[src/rtl/dtmf_pkg.sv]
package dtmf_pkg;

   typedef enum logic {GRP_LOW = 1'b0, GRP_HIGH = 1'b1} tone_grp_e;

   // Nominal tone frequency for index 0..3 of a group, ascending
   function automatic int unsigned tone_hz(tone_grp_e grp, int unsigned k);
      int unsigned f;
      f = 0;
      if (grp == GRP_LOW) begin
         case (k)
            0: f = 697;
            1: f = 770;
            2: f = 852;
            default: f = 941;
         endcase
      end else begin
         case (k)
            0: f = 1209;
            1: f = 1336;
            2: f = 1477;
            default: f = 1633;
         endcase
      end
      return f;
   endfunction

   // Rounded reference cycles in one period of tone f
   function automatic int unsigned period_cycles(int unsigned ref_hz, int unsigned f);
      return (ref_hz + f / 2) / f;
   endfunction

   // Rounded reference cycles in navg periods of tone f
   function automatic int unsigned span_cycles(int unsigned ref_hz, int unsigned f,
                                               int unsigned navg);
      return (navg * ref_hz + f / 2) / f;
   endfunction

   // Half-width of an acceptance window in cycles
   function automatic int unsigned window_half(int unsigned nom, int unsigned permille);
      return (nom * permille + 500) / 1000;
   endfunction

endpackage

[src/rtl/tone_sync.sv]
module tone_sync #(
   parameter int unsigned STAGES = 2
) (
   input  logic clk,
   input  logic rst,
   input  logic d,
   output logic q
);
   logic [STAGES-1:0] chain;

   generate
      if (STAGES == 1) begin : g_single
         always_ff @(posedge clk) begin
            if (rst) chain <= '0;
            else     chain <= d;
         end
      end else begin : g_multi
         always_ff @(posedge clk) begin
            if (rst) chain <= '0;
            else     chain <= {chain[STAGES-2:0], d};
         end
      end
   endgenerate

   assign q = chain[STAGES-1];
endmodule

[src/rtl/tone_meter.sv]
module tone_meter
   import dtmf_pkg::*;
#(
   parameter tone_grp_e   GROUP        = GRP_LOW,
   parameter int unsigned REF_HZ       = 3579545,
   parameter int unsigned NAVG         = 4,
   parameter int unsigned TOL_PERMILLE = 25,
   parameter int unsigned SYNC_STAGES  = 2
) (
   input  logic       clk,
   input  logic       rst,
   input  logic       tone_in,
   output logic       valid,
   output logic [1:0] idx
);
   localparam int unsigned TIMEOUT = 2 * period_cycles(REF_HZ, tone_hz(GROUP, 0));
   localparam int CNT_W  = $clog2(TIMEOUT + 1);
   localparam int SUM_W  = $clog2(NAVG * TIMEOUT + 1);
   localparam int NPER_W = $clog2(NAVG);

   logic              tone_s, tone_d, rise;
   logic              armed;
   logic [CNT_W-1:0]  cnt;
   logic [SUM_W-1:0]  sum, total;
   logic [NPER_W-1:0] nper;
   logic [3:0]        match;
   logic [1:0]        idx_n;

   tone_sync #(.STAGES(SYNC_STAGES)) u_sync (
      .clk(clk), .rst(rst), .d(tone_in), .q(tone_s)
   );

   always_ff @(posedge clk) begin
      if (rst) tone_d <= 1'b0;
      else     tone_d <= tone_s;
   end
   assign rise  = tone_s && !tone_d;
   assign total = sum + SUM_W'(cnt);

   // One acceptance window per nominal tone of the group
   generate
      for (genvar g = 0; g < 4; g++) begin : g_win
         localparam int unsigned NOM = span_cycles(REF_HZ, tone_hz(GROUP, g), NAVG);
         localparam int unsigned LO  = NOM - window_half(NOM, TOL_PERMILLE);
         localparam int unsigned HI  = NOM + window_half(NOM, TOL_PERMILLE);
         assign match[g] = (32'(total) >= LO) && (32'(total) <= HI);
      end
   endgenerate

   always_comb begin
      idx_n = 2'd0;
      for (int k = 0; k < 4; k++)
         if (match[k]) idx_n = 2'(k);
   end

   always_ff @(posedge clk) begin
      if (rst) begin
         armed <= 1'b0;
         cnt   <= '0;
         sum   <= '0;
         nper  <= '0;
         valid <= 1'b0;
         idx   <= 2'd0;
      end else if (rise) begin
         cnt <= CNT_W'(1);
         if (!armed) begin
            armed <= 1'b1;
            sum   <= '0;
            nper  <= '0;
         end else if (nper == NPER_W'(NAVG - 1)) begin
            valid <= $onehot(match);
            idx   <= idx_n;
            sum   <= '0;
            nper  <= '0;
         end else begin
            sum  <= total;
            nper <= nper + NPER_W'(1);
         end
      end else if (armed) begin
         if (cnt == CNT_W'(TIMEOUT)) begin
            armed <= 1'b0;
            valid <= 1'b0;
            sum   <= '0;
            nper  <= '0;
         end else begin
            cnt <= cnt + CNT_W'(1);
         end
      end
   end
endmodule

[src/rtl/pair_decoder.sv]
module pair_decoder (
   input  logic       clk,
   input  logic       rst,
   input  logic       lo_v,
   input  logic [1:0] lo_idx,
   input  logic       hi_v,
   input  logic [1:0] hi_idx,
   input  logic       inhibit,
   output logic       est,
   output logic [3:0] code
);
   logic extended, pair_ok;

   assign extended = (hi_idx == 2'd3);
   assign pair_ok  = lo_v && hi_v && !(inhibit && extended);

   always_ff @(posedge clk) begin
      if (rst) begin
         est  <= 1'b0;
         code <= 4'd0;
      end else begin
         est <= pair_ok;
         if (pair_ok) code <= {lo_idx, hi_idx};
      end
   end
endmodule

[src/rtl/dtmf_pair_decoder.sv]
module dtmf_pair_decoder
   import dtmf_pkg::*;
#(
   parameter int unsigned REF_HZ       = 3579545,
   parameter int unsigned NAVG         = 4,
   parameter int unsigned TOL_PERMILLE = 25,
   parameter int unsigned SYNC_STAGES  = 2
) (
   input  logic       clk,
   input  logic       rst,
   input  logic       lo_tone,
   input  logic       hi_tone,
   input  logic       inhibit,
   output logic       est,
   output logic [3:0] code
);
   // Elaboration-time parameter checks
   generate
      if (NAVG < 2 || (NAVG & (NAVG - 1)) != 0) begin : g_bad_navg
         $error("NAVG must be a power of two, at least 2");
      end
      if (TOL_PERMILLE == 0 || TOL_PERMILLE > 49) begin : g_bad_tol
         $error("TOL_PERMILLE must be in 1..49");
      end
      if (SYNC_STAGES == 0) begin : g_bad_sync
         $error("SYNC_STAGES must be at least 1");
      end
      if (REF_HZ < 20 * tone_hz(GRP_HIGH, 3)) begin : g_bad_ref
         $error("REF_HZ too low for period counting");
      end
   endgenerate

   logic       lo_valid, hi_valid;
   logic [1:0] lo_idx, hi_idx;

   tone_meter #(
      .GROUP(GRP_LOW), .REF_HZ(REF_HZ), .NAVG(NAVG),
      .TOL_PERMILLE(TOL_PERMILLE), .SYNC_STAGES(SYNC_STAGES)
   ) u_low (
      .clk(clk), .rst(rst), .tone_in(lo_tone), .valid(lo_valid), .idx(lo_idx)
   );

   tone_meter #(
      .GROUP(GRP_HIGH), .REF_HZ(REF_HZ), .NAVG(NAVG),
      .TOL_PERMILLE(TOL_PERMILLE), .SYNC_STAGES(SYNC_STAGES)
   ) u_high (
      .clk(clk), .rst(rst), .tone_in(hi_tone), .valid(hi_valid), .idx(hi_idx)
   );

   pair_decoder u_dec (
      .clk(clk), .rst(rst),
      .lo_v(lo_valid), .lo_idx(lo_idx),
      .hi_v(hi_valid), .hi_idx(hi_idx),
      .inhibit(inhibit), .est(est), .code(code)
   );
endmodule

[config.mk]
export PLATFORM = sky130hd
export DESIGN_NAME = dtmf_pair_decoder
export DESIGN_NICKNAME = d
export VERILOG_FILES = /design/src/rtl/dtmf_pkg.sv /design/src/rtl/tone_sync.sv /design/src/rtl/tone_meter.sv /design/src/rtl/pair_decoder.sv /design/src/rtl/dtmf_pair_decoder.sv
export SDC_FILE = /design/constraint.sdc
export NUM_CORES = 1
export LEC_CHECK = 0
export BUFFER_PORTS_ARGS = -buffer_cell sky130_fd_sc_hd__buf_4
export CORE_MARGIN = 3
export CORE_UTILIZATION = 62
export CTS_BUF_LIST = sky130_fd_sc_hd__clkbuf_8
export CTS_CLUSTER_SIZE = 10
export DETAILED_ROUTE_END_ITERATION = 12
export GPL_ROUTABILITY_DRIVEN = 1
export HOLD_SLACK_MARGIN = 0.12
export PLACE_DENSITY = 0.82
export SLEW_MARGIN = 30
export SYNTH_ARGS = -nofsm -noshare
export SYNTH_HDL_FRONTEND = slang
export SYNTH_SLANG_ARGS = --single-unit
[constraint.sdc]
create_clock -name clk -period 5.55 [get_ports clk]
set_input_delay 0.8325 -clock clk [delete_from_list [all_inputs] [get_ports clk]]
set_output_delay 0.8325 -clock clk [all_outputs]
set_load 0.05 [all_outputs]
# Word-level counts from Yosys, hierarchy flattened
# Cells that the tools add are included.
# op_classes
addsub	12
multipliers	0
n_div	0
order_cmp	16
n_eq_ne	11
n_shift	0
muxes	48
n_bitwise	2
reduce_logical	32
# ops
operator	count
$mux 16	5
$mux 15	5
$ge 15x14->1 const B	4
$le 15x14->1 const B	4
$ge 16x15->1 const B	3
$le 16x15->1 const B	3
$mux 2	14
$mux 1	24
$add 16x14->16	1
$ge 16x14->1 const B	1
$le 16x14->1 const B	1
$add 15x13->15	1
$add 14x1->14 const B	1
$eq 14x14->1 const B	1
$add 13x1->13 const B	1
$eq 13x13->1 const B	1
$logic_and 1x1->1	13
$reduce_and 2->1	6
$reduce_and 3->1	4
$add 1x1->2	4
$reduce_bool 2->1	4
$add 3x3->3	2
$eq 2x2->1 const B	3
$eq 3x1->1 const B	2
other kinds (6)	13
# totals
register_bits	81
latch_bits	0
ramBits	0
rom_bits	0
input_bits	5
out_inout_bits	5
wordCells	141
mem_count	0

# Longest topological paths before layout
# Gate-level depths: netlist of run 1.
# depth
word_depth	9
mapped_depth	18
ltp_nobuf	18

# Modules after synthesis
# A second synthesis of run 1 with hierarchy kept.
# unflattened
cells_unflattened	672
hier_area_um2	5490.3
# by_module_without_submodules
module	instances	cells_each	area_per_inst_um2	seq_area_each_um2
tone_meter (u_low)	1	331	2651.3	740.7
tone_meter (u_high)	1	312	2512.4	700.7
pair_decoder	1	21	221.5	100.1
tone_sync	2	4	52.6	40.0

# Worst setup path after synthesis of run 1
# Ideal clock, no wire load.
# synth_timing
kind	reg2reg
startpoint	reg u_high.cnt[0]
endpoint	reg u_high.valid
setup_ns	0.095
t_arrival_ns	4.248
path_slack_ns	1.207
stages_incl_launch_ff	17
n_path_buf	0
synth_period_minus_slack_ns	4.343
path_cell_list	dfxtp_1 ha_1 fa_1 a21o_2 a221oi_2 nand4b_1 a31oi_1 or2_1 or3_4 or2_1 or3_1 ha_1 ha_1 fa_1 nor2_1 nand3_1 a221oi_1
# synth_via
elab_chain_len	9
elab_cells_between_ends	23
# synth_rtl
item	line_no	rtl
start, declared	tone_meter.sv:23	logic [CNT_W-1:0] cnt;
start signal, assigned	tone_meter.sv:86	cnt <= cnt + CNT_W'(1);
$add 15x13->15	tone_meter.sv:38	assign total = sum + SUM_W'(cnt);
$ge 15x14->1 or $le 15x14->1 (tied branches)	tone_meter.sv:46	assign match[g] = (32'(total) >= LO) && (32'(total) <= HI);
$logic_and 1x1->1	tone_meter.sv:46	
$add 1x1->2 (implied by the code)	tone_meter.sv:71	valid <= $onehot(match);
$add 3x3->3 (implied by the code)	tone_meter.sv:71	
$eq 3x1->1	tone_meter.sv:71	
$mux 1	tone_meter.sv:70	end else if (nper == NPER_W'(NAVG - 1)) begin
$mux 1	tone_meter.sv:66	if (!armed) begin
$mux 1	tone_meter.sv:64	end else if (rise) begin
end signal, assigned	tone_meter.sv:71	
end, declared	tone_meter.sv:13	output logic valid,
# Parallel ways exist; a longest one is shown, timed or not. The select of a mux whose other input is x is not followed.
# A chain may end at the register's enable or synchronous reset.

# Final worst setup path of run 1
# layout_timing
startpoint	reg u_low.cnt[1]
endpoint	reg u_low.valid
# layout_via
elab_chain_len	9
elab_cells_between_ends	23
# layout_rtl
item	line_no
start, declared	tone_meter.sv:23
start signal, assigned	tone_meter.sv:86
$add 16x14->16	tone_meter.sv:38
$ge 16x15->1 (tied with other cells)	tone_meter.sv:46
$logic_and 1x1->1	tone_meter.sv:46
$add 1x1->2 (implied by the code)	tone_meter.sv:71
$add 3x3->3 (implied by the code)	tone_meter.sv:71
$eq 3x1->1	tone_meter.sv:71
$mux 1	tone_meter.sv:70
$mux 1	tone_meter.sv:66
$mux 1	tone_meter.sv:64
end signal, assigned	tone_meter.sv:71
end, declared	tone_meter.sv:13
# Parallel ways exist; a longest one is shown, timed or not. The select of a mux whose other input is x is not followed.

==> flow_summary.ini, run 1 <==
[clock_tree]
cts.sinks = 81
cts_hold_buf = 0
clk_latency_ps = 360
cts_buffer_depth = 2
post_cts_resized = 0
cts_tree = yes
post_cts_buffers = 0
cts.clk_slew.worst_paths_ps = 90
cts_root_buf = clkbuf_8
cts_buffers = 9
htree_levels = 3

[global_route]
grt.total_usage = 0.256
grt_pass1_vias = 4419
antenna_found_initial = 0
grt_max_degree = 55
grt.overflow.total = 0
grt_pass1_wl_um = 20700

[timing]
skew_ps = 13.5
tns_ps = 0
drv_slew = 0
maxSlewHeadroom = 0.500
setup_viol = 0
grt_setup_unrepaired = false
fin_crit_sh = 0.839
hold_violations = 0
period_minus_slack_ps = 4660
tightest_slew_ps = 749
fmax_ghz = 0.215

[power_and_ir_drop]
power_mw = 1.07
pwr-share-seq = 0.551
p_clk_frac = 0.411
power.density_nw_per_um2 = 190
ir_drop_mv = 0.139
power.switching_uw = 254
total_leakage_power_nw = 2.34
combPwrFrac = 0.039
swShare = 0.237
p_int_uw = 819

[synth]
synth-edff-count = 0
async_flop_share = 0
synthMostInstantiatedCell = nor2_1
syn_area_per_cell_um2 = 8.26
synth_commonest_cells = nor2_1, dfxtp_1, ha_1
synth_top_area_frac = 0.303
synth_nets = 699
synthCells = 649
synth_flop_cell = dfxtp_1
synth_top_cells_by_area = dfxtp_1, ha_1, nor2_1
synth-seq-area-share = 0.303
synth.cell_area_um2 = 5360
synth_top_cell_by_area = dfxtp_1
ys_warn_count = 0
ys_ff_latch = 81
synth.distinct_cells = 71

[critical_path]
r2r_setup_slack_ps = 890
r2r_cells = 17
regToRegStartpoint = u_low.cnt[1]
rr_endpoint = u_low.valid
arrival_ps = 4940
path_max_fanout = 8
crit_type = reg2reg
cp.required_ps = 5840
worst_setup_path_start_kind = flop
cp-end-kind = flop

[drt]
wire_per_inst_um = 15.9
drt-pass1-iter-count = 6
vias = 4764
drtIter0Drc = 233
drc = 0
ant_nets = 0
viasPerCell = 6.32
totalWireLength_um = 12000

[placed_design]
gp_congestion = 0.899
portBuffers = 9
dp.cells = 738
dp_hpwl_um = 9080

[layout]
diodes = 0
fin_nets = 694
instances_no_fill = 754
synthToLayoutAreaGrowth_pct = 5.49
drive_gt1_frac = 0.0709

[die]
core_area_um2 = 8300
die-width_um = 99.0
initial_utilization = 0.646
die_h_um = 99.0
die_area_um2 = 9800
pin_count = 10
num_rows = 33

[worst_hold_path]
whs_path_depth = 1
whs_endpoint = u_high.u_sync.chain[1]
min-delay-start = u_high.u_sync.chain[0]
hp-class = reg2reg

[job]
drv_cap = 0

[run_status]
status = finished, final reports clean
[stage by stage]
| step | util | area, um^2 | hold slack, ps | worst slack (ps) |
|---|---|---|---|---|
| 2_1_floorplan | - | 5360 | 414 | 1210 |
| 3_3_place_gp | 0.656 | 5440 | 416 | 1050 |
| 3_5_place_dp | 0.656 | 5450 | 427 | 950 |
| 4_1_cts | 0.681 | 5650 | 449 | 926 |
| 5_1_grt | 0.681 | 5650 | 461 | 500 |
| 6_report | 0.681 | 5650 | 442 | 894 |
[how the worst max path moves through the flow]
stage	startpoint	to	slack, ps	depth (start not counted)
global placement	u_high.cnt[0]	u_high.valid	1050	16
finish	u_low.cnt[1]	u_low.valid	890	17
detailed placement	u_high.cnt[0]	u_high.valid	950	16
floorplan	u_high.cnt[0]	u_high.valid	1210	16
global route	u_low.cnt[1]	u_low.valid	500	15
CTS	u_high.cnt[0]	u_high.valid	930	16
[logic make-up (layout without fill, tap and decap cells)]
family | count (synthesis) | in the layout | synth area share
adder cells (fa/ha/maj) | 45 | 45 | 0.111
buffers and inverters | 44 | 44 | 0.0357
AND/OR/NAND/NOR | 253 | 253 | 0.230
XOR/XNOR | 50 | 50 | 0.0817
multiplexers | 5 | 5 | 0.00934
AO/OA/AOI/OAI | 171 | 171 | 0.230
flip-flops | 81 | 81 | 0.303
[sequential cells by signal, summed over array words and instances (netlist names)]
name	cells
u_low.cnt	14
u_low.idx	2
u_high.idx	2
u_high.u_sync.chain	2
u_high.cnt	13
u_dec.code	4
u_dec.est	1
u_high.armed	1
u_high.sum	15
u_low.armed	1
u_high.nper	2
u_high.valid	1
u_low.valid	1
u_low.tone_d	1
u_high.tone_d	1
u_low.nper	2
u_low.u_sync.chain	2
u_low.sum	16
[power by group through the flow]
stage	sequential (mW)	clock [mW]	combinational (mW)
4_1_cts	0.591	0.449	0.0410
3_5_place_dp	0.605	0	0.0410
3_3_place_gp	0.604	0	0.0396
6_report	0.591	0.441	0.0415
5_1_grt	0.592	0.470	0.0468
2_1_floorplan	0.603	0	0.0306
[critical path: stages, from the launching register on]
cell       delay [ps]
dfxtp_1           440
ha_1              290
a211oi_1          570
o21ai_0           200
a2bb2oi_1         570
nor3_1            170
nand4_1           130
nor3_1             50
a2111oi_0         520
nand3_1           150
ha_1              330
ha_1              210
fa_1              430
nor2_1            110
nand2_1            60
nand2_1            70
o21ai_0            90
a211oi_1          190
[placed cells by master, fill, tap and decap left out, drive strengths merged, types with 3 or more instances in the layout]
master,instances
nand3b,3
a221oi,3
dfxtp,81
nor3,13
ha,41
xor2,28
and2,5
a31oi,11
o21ai,19
o31ai,6
xnor2,22
nand3,25
buf,10
a311oi,3
nand4,8
or2,5
nor2b,13
nor4,3
o21a,4
a21oi,37
a211o,3
nand2,35
mux2i,5
inv,20
a21o,9
o211ai,5
clkbuf,10
nand2b,4
and3,16
nand4b,4
a211oi,11
a22oi,30
fa,4
nor2,102
or3,10
[metal layers]
metal	track usage	wire [um]
met4	0.0714	156
met5	0	0
met3	0.0488	726
met1	0.371	5890
met2	0.390	5220
[cell type report]
type                            count  area [um^2]
Tap cell                          105          131
Inverter                           18         67.6
Timing Repair Buffer               10         75.1
Fill cell                         690         2650
Multi-Input combinational cell    524         3550
Clock buffer                       10          138
Clock inverter                      6         66.3
Sequential cell                    81         1620
(Power assumes the default switching activity.)
==> run 2, diff against run 1 <==
Settings changed: CORE_UTILIZATION 62 to 59.
Clock period 5.55 ns to 4.1 ns, I/O delays scaled along.
==> run 2 against run 1 <==
  * The flow now finishes with violations (setup timing)
  * Sequential share of layout area down 2.7 points
  * Routed wire length rose by 13%
  * Critical path depth is 1 lower
  * Non-clock buffer count rose by 58
  * Via count up 7.6%
  * Sequential power increased by 35%
  * Final area rose by 11%
  * Clock power rose by 64%
  * Setup slack worse by 1000 ps
  * Global-route usage increased by 1.1 points
==> flow_summary.ini, run 2 (synthesis gave the netlist of run 1 again) <==
[run_status]
status = complete, but fails checks
violations = setup timing

[global_route]
grt.total_usage = 0.267
grt_pass1_vias = 4692
antenna_found_initial = 0
grt_pass1_wl_um = 22200
grt.overflow.total = 0
grt_max_degree = 55

[critical_path]
cp-end-kind = flop
slowest_delay_ps = 440
crit_type = reg2reg
worst_setup_path_start_kind = flop
cpMaxStageDelayCell = fa_1
worst-path-buf-inv = 0
r2r_setup_slack_ps = -130
crit_family = simple AND/OR/NAND/NOR gates
path_max_fanout = 3
rr_endpoint = u_high.valid
regToRegStartpoint = u_high.cnt[0]
cp.required_ps = 4380
arrival_ps = 4520
r2r_cells = 16
cp_cell_sequence = ha_4 > fa_2 > a21o_4 > a221oi_4 > nand4b_1 > a31oi_2 > or2_1 > or3_4 > or2_4 > or3_1 > ha_1 > ha_2 > fa_1 > nor2_1 > nand3_1 > a221oi_2

[timing]
tightest_slew_ps = 751
grt_setup_unrepaired = true
fmax_ghz = 0.236
skew_ps = 10.1
hold_violations = 0
drv_slew = 0
fin_crit_sh = 1.03
setup_viol = 1
period_minus_slack_ps = 4230
setup_ws_ps = -135
maxSlewHeadroom = 0.499

[placed_design]
preCtsSetupSlack_ps = -218
gp_congestion = 0.955
dp_hpwl_um = 9970
portBuffers = 9

[layout]
drive_gt1_frac = 0.176
layout_common_cells = nor2_1, dfxtp_1, buf_4
diodes = 0
synthToLayoutAreaGrowth_pct = 16.8
largest_register = u_low.sum
reg_top3 = u_low.sum x16, u_high.sum x15, u_low.cnt x14
fin_nets = 752
largest_register_ffs = 16
final_common_cell = nor2_1

[clock_tree]
cts.sinks = 81
cts_tree = yes
cts_buffer_depth = 2
clk_latency_ps = 360
cts_hold_buf = 0
cts_root_buf = clkbuf_8
cts.clk_slew.worst_paths_ps = 90
cts_buffers = 9
htree_levels = 3

[die]
core_area_um2 = 8760
die_h_um = 101
initial_utilization = 0.612
num_rows = 34
die_area_um2 = 10300
pin_count = 10
die-width_um = 101

[worst_hold_path]
whs_endpoint = u_high.u_sync.chain[1]
hp-class = reg2reg
min-delay-start = u_high.u_sync.chain[0]
whs_path_depth = 1

[drt]
wire_per_inst_um = 16.6
viasPerCell = 6.29
drt-pass1-iter-count = 5
totalWireLength_um = 13500
vias = 5124
ant_nets = 0
drtIter0Drc = 283
drc = 0

[power_and_ir_drop]
total_leakage_power_nw = 2.63
ir_drop_mv = 0.210
power.density_nw_per_um2 = 254
power_mw = 1.59

[job]
drv_cap = 0
## run 2: cell types whose count changed in the layout (fill, tap and decap cells not counted), sizes merged
cell      previous run  this run
clkinvlp             2         0
inv                 20        21
clkbuf              10         9
clkinv               1         0
buf                 10        68
bufinv               1         3
## run 2: metrics by stage
stage                      util  TNS (ps)  instances  hold slack [ps]  area [um^2]
after global placement    0.670      -135        794              425         5870
after detailed placement  0.670      -406        794              434         5880
after CTS                 0.705      -187        813              454         6180
final                     0.714      -135        814              448         6260
after global routing      0.714      -524        814              462         6260
after floorplan               -     -96.8        649              414         5390
## run 2: power breakdown
group,internal [mW],switching [mW]
registers,0.793,0.00584
logic,0.0233,0.0440
clock network,0.406,0.316
## run 2: worst max path at each step
stage                   from            to  slack, ps  cells after the start
6_report       u_high.cnt[0]  u_high.valid       -130                     16
5_1_grt        u_high.cnt[0]  u_high.valid       -280                     16
4_1_cts        u_high.cnt[0]  u_high.valid       -100                     16
3_5_place_dp    u_low.sum[0]   u_low.valid       -220                     17
3_3_place_gp   u_high.cnt[0]  u_high.valid        -70                     16
2_1_floorplan  u_high.cnt[0]  u_high.valid       -100                     16
## run 2: final cells by class
type / instances / area [um^2]
tap: 108 / 135
timing repair buffer: 68 / 510
clock inverter: 6 / 114
sequential: 81 / 1630
multi-input combinational: 524 / 3680
fill: 653 / 2500
clock buffer: 9 / 124
inverter: 18 / 67.6
## run 2: layer usage
layer / wire length [um] / track usage / vias to the layer above
met5: 0 / 0 / -
met4: 291 / 0.100 / 0
met3: 716 / 0.0420 / 31
met2: 6090 / 0.413 / 142
met1: 6400 / 0.375 / 2470
li1: - / - / 2481
## run 2: timing repair
item	CTS	global route
setup endpoints to repair	2	2
gates resized for setup	7	14
setup buffers	4	2
pin swaps	7	3
==> run 3, diff against run 2 <==
--- a/config.mk
+++ b/config.mk
@@ -14,4 +14,6 @@
 export GPL_ROUTABILITY_DRIVEN = 1
+export GPL_TIMING_DRIVEN = 1
 export HOLD_SLACK_MARGIN = 0.12
 export PLACE_DENSITY = 0.82
+export REMOVE_ABC_BUFFERS = 1
 export SLEW_MARGIN = 30
==> constraint.sdc (replaced) <==
create_clock -name clk -period 4.1 [get_ports clk]
set_input_delay 1.23 -clock clk [delete_from_list [all_inputs] [get_ports clk]]
set_output_delay 1.23 -clock clk [all_outputs]
set_load 0.05 [all_outputs]
==> run 3 against run 2 <==
  * The run still ends with setup timing left
  * Die area is the same
  * Power fell by 9.6%
  * Flip-flop and latch count is the same
  * Largest cell class unchanged
  * Largest power group unchanged
  * Highest routed layer unchanged
==> flow_summary.ini, run 3 (synthesis gave the netlist of run 1 again) <==
[critical_path]
slowest_delay_ps = 430
cpMaxStageDelayCell = fa_1
crit_type = reg2reg
cp_cell_sequence = ha_4 > fa_2 > a21o_4 > a221oi_4 > buf_4 > buf_4 > xnor2_1 > or3_4 > a31oi_1 > o221ai_1 > or3_4 > ha_1 > ha_2 > fa_1 > nor2_1 > nand3_1 > a221oi_2
cp.required_ps = 4400
arrival_ps = 4580
cp-startpoint = u_high.sum[0]
regToRegStartpoint = u_high.sum[0]
path_max_fanout = 6
cp-end-kind = flop
worst_setup_path_start_kind = flop

[clock_tree]
cts_buffers = 9
cts_root_buf = clkbuf_8
clk_latency_ps = 380
cts.clk_slew.worst_paths_ps = 100
cts_buffer_depth = 2
htree_levels = 3
cts.sinks = 81
cts_tree = yes

[layout]
largest_register_ffs = 16
fillers = 591
multi_input_area_um2 = 3810
diodes = 0
drive_gt1_frac = 0.236
seq_area_um2 = 1630
fin_util = 0.743
largest_register = u_low.sum
layout_common_cells = nor2_1, buf_4, dfxtp_1
synthToLayoutAreaGrowth_pct = 21.5
final_common_cell = nor2_1
reg_top3 = u_low.sum x16, u_high.sum x15, u_low.cnt x14
fin_nets = 775
instances_no_fill = 838

[drt]
drc = 0
drt-pass1-iter-count = 5
ant_nets = 0
totalWireLength_um = 15200
wire_per_inst_um = 18.1
viasPerCell = 6.54
drtIter0Drc = 316
vias = 5478

[placed_design]
portBuffers = 9
dp_hpwl_um = 9810
gp_congestion = 1.01
dp.cells = 806

[power_and_ir_drop]
p_int_mw = 1.05
power.density_nw_per_um2 = 220
p_clk_frac = 0.394
swShare = 0.267
total_leakage_power_nw = 2.73
combPwrFrac = 0.050
ir_drop_mv = 0.336
power.switching_uw = 383
pwr-share-seq = 0.557

[die]
initial_utilization = 0.612
core_area_um2 = 8760
die_h_um = 101
num_rows = 34
die-width_um = 101
die_area_um2 = 10300
pin_count = 10

[timing]
fin_crit_sh = 1.04
period_minus_slack_ps = 4280
grt_setup_unrepaired = true
maxSlewHeadroom = 0.461
setup_ws_ps = -182
tns_ps = -272
skew_ps = 18.0
tightest_slew_ps = 808
fmax_ghz = 0.234
setup_viol = 2
hold_violations = 0
drv_slew = 0

[job]
drv_cap = 0

[worst_hold_path]
hp-class = reg2reg
min-delay-start = u_high.u_sync.chain[0]

[run_status]
status = complete, but fails checks
violations = setup timing

[global_route]
grt_busiest_layer = met2
grt_max_degree = 54
grt.overflow.total = 0
grt.total_usage = 0.286
use_met3 = 0.0640
grt_pass1_wl_um = 23600
antenna_found_initial = 0
use_met2 = 0.481
grt_pass1_vias = 5027
grt_use_met1 = 0.360
==> run 3: changes by cell type in the layout (fill, tap and decap cells not counted), sizes merged <==
cell    delta
inv        +2
bufinv     -3
buf       +23
clkinv     +2
==> run 3: repair_timing <==
action,in CTS,in global routing
pin swaps,11,11
setup endpoints to repair,2,2
gates cloned,0,0
setup buffers,10,6
gates resized for setup,25,27
hold buffers,0,0
==> run 3: worst paths after layout <==
kind,slack (ps),depth (start not counted),to
min,450,1,u_high.u_sync.chain[1]
min reg2reg,450,1,u_high.u_sync.chain[1]
max reg2reg,-180,17,u_high.valid
max,-180,17,u_high.valid
==> run 3: layout make-up <==
type,instances,area share
Clock inverter,7,0.00922
Tap cell,108,0.0208
Clock buffer,9,0.0190
Inverter,18,0.0104
Sequential cell,81,0.251
Multi-Input combinational cell,524,0.585
Timing Repair Buffer,91,0.105
==> run 3: stage by stage <==
stage	power, mW	hold slack (ps)	cell area (um^2)	worst slack [ps]
finish	1.43	451	6510	-182
global route	1.48	473	6510	-348
CTS	1.43	459	6320	-99.6
detailed placement	0.882	435	5940	-268
global placement	0.879	418	5930	-207
floorplan	0.849	414	5240	-244
==> run 3: power groups by stage <==
stage | Clock [mW] | Combinational, mW | Sequential [mW]
detailed placement | 0 | 0.0653 | 0.816
CTS | 0.568 | 0.0679 | 0.799
global route | 0.599 | 0.0780 | 0.800
global placement | 0 | 0.0631 | 0.815
floorplan | 0 | 0.0322 | 0.817
finish | 0.565 | 0.0714 | 0.799
==> run 3: per-layer routing <==
layer | up-vias | part of all wire
li1 | 2538 | -
met1 | 2604 | 0.42
met2 | 276 | 0.47
met3 | 60 | 0.075
met4 | 0 | 0.037
met5 | - | 0
==> run 3: worst max-delay path, delay by kind of cell (launching register included) <==
family                   cells  cell delay [ps]
flip-flops                   1              350
adder cells (fa/ha/maj)      5             1440
AO/OA/AOI/OAI                5             1020
buffers and inverters        2              260
XOR/XNOR                     1              150
AND/OR/NAND/NOR              4              980
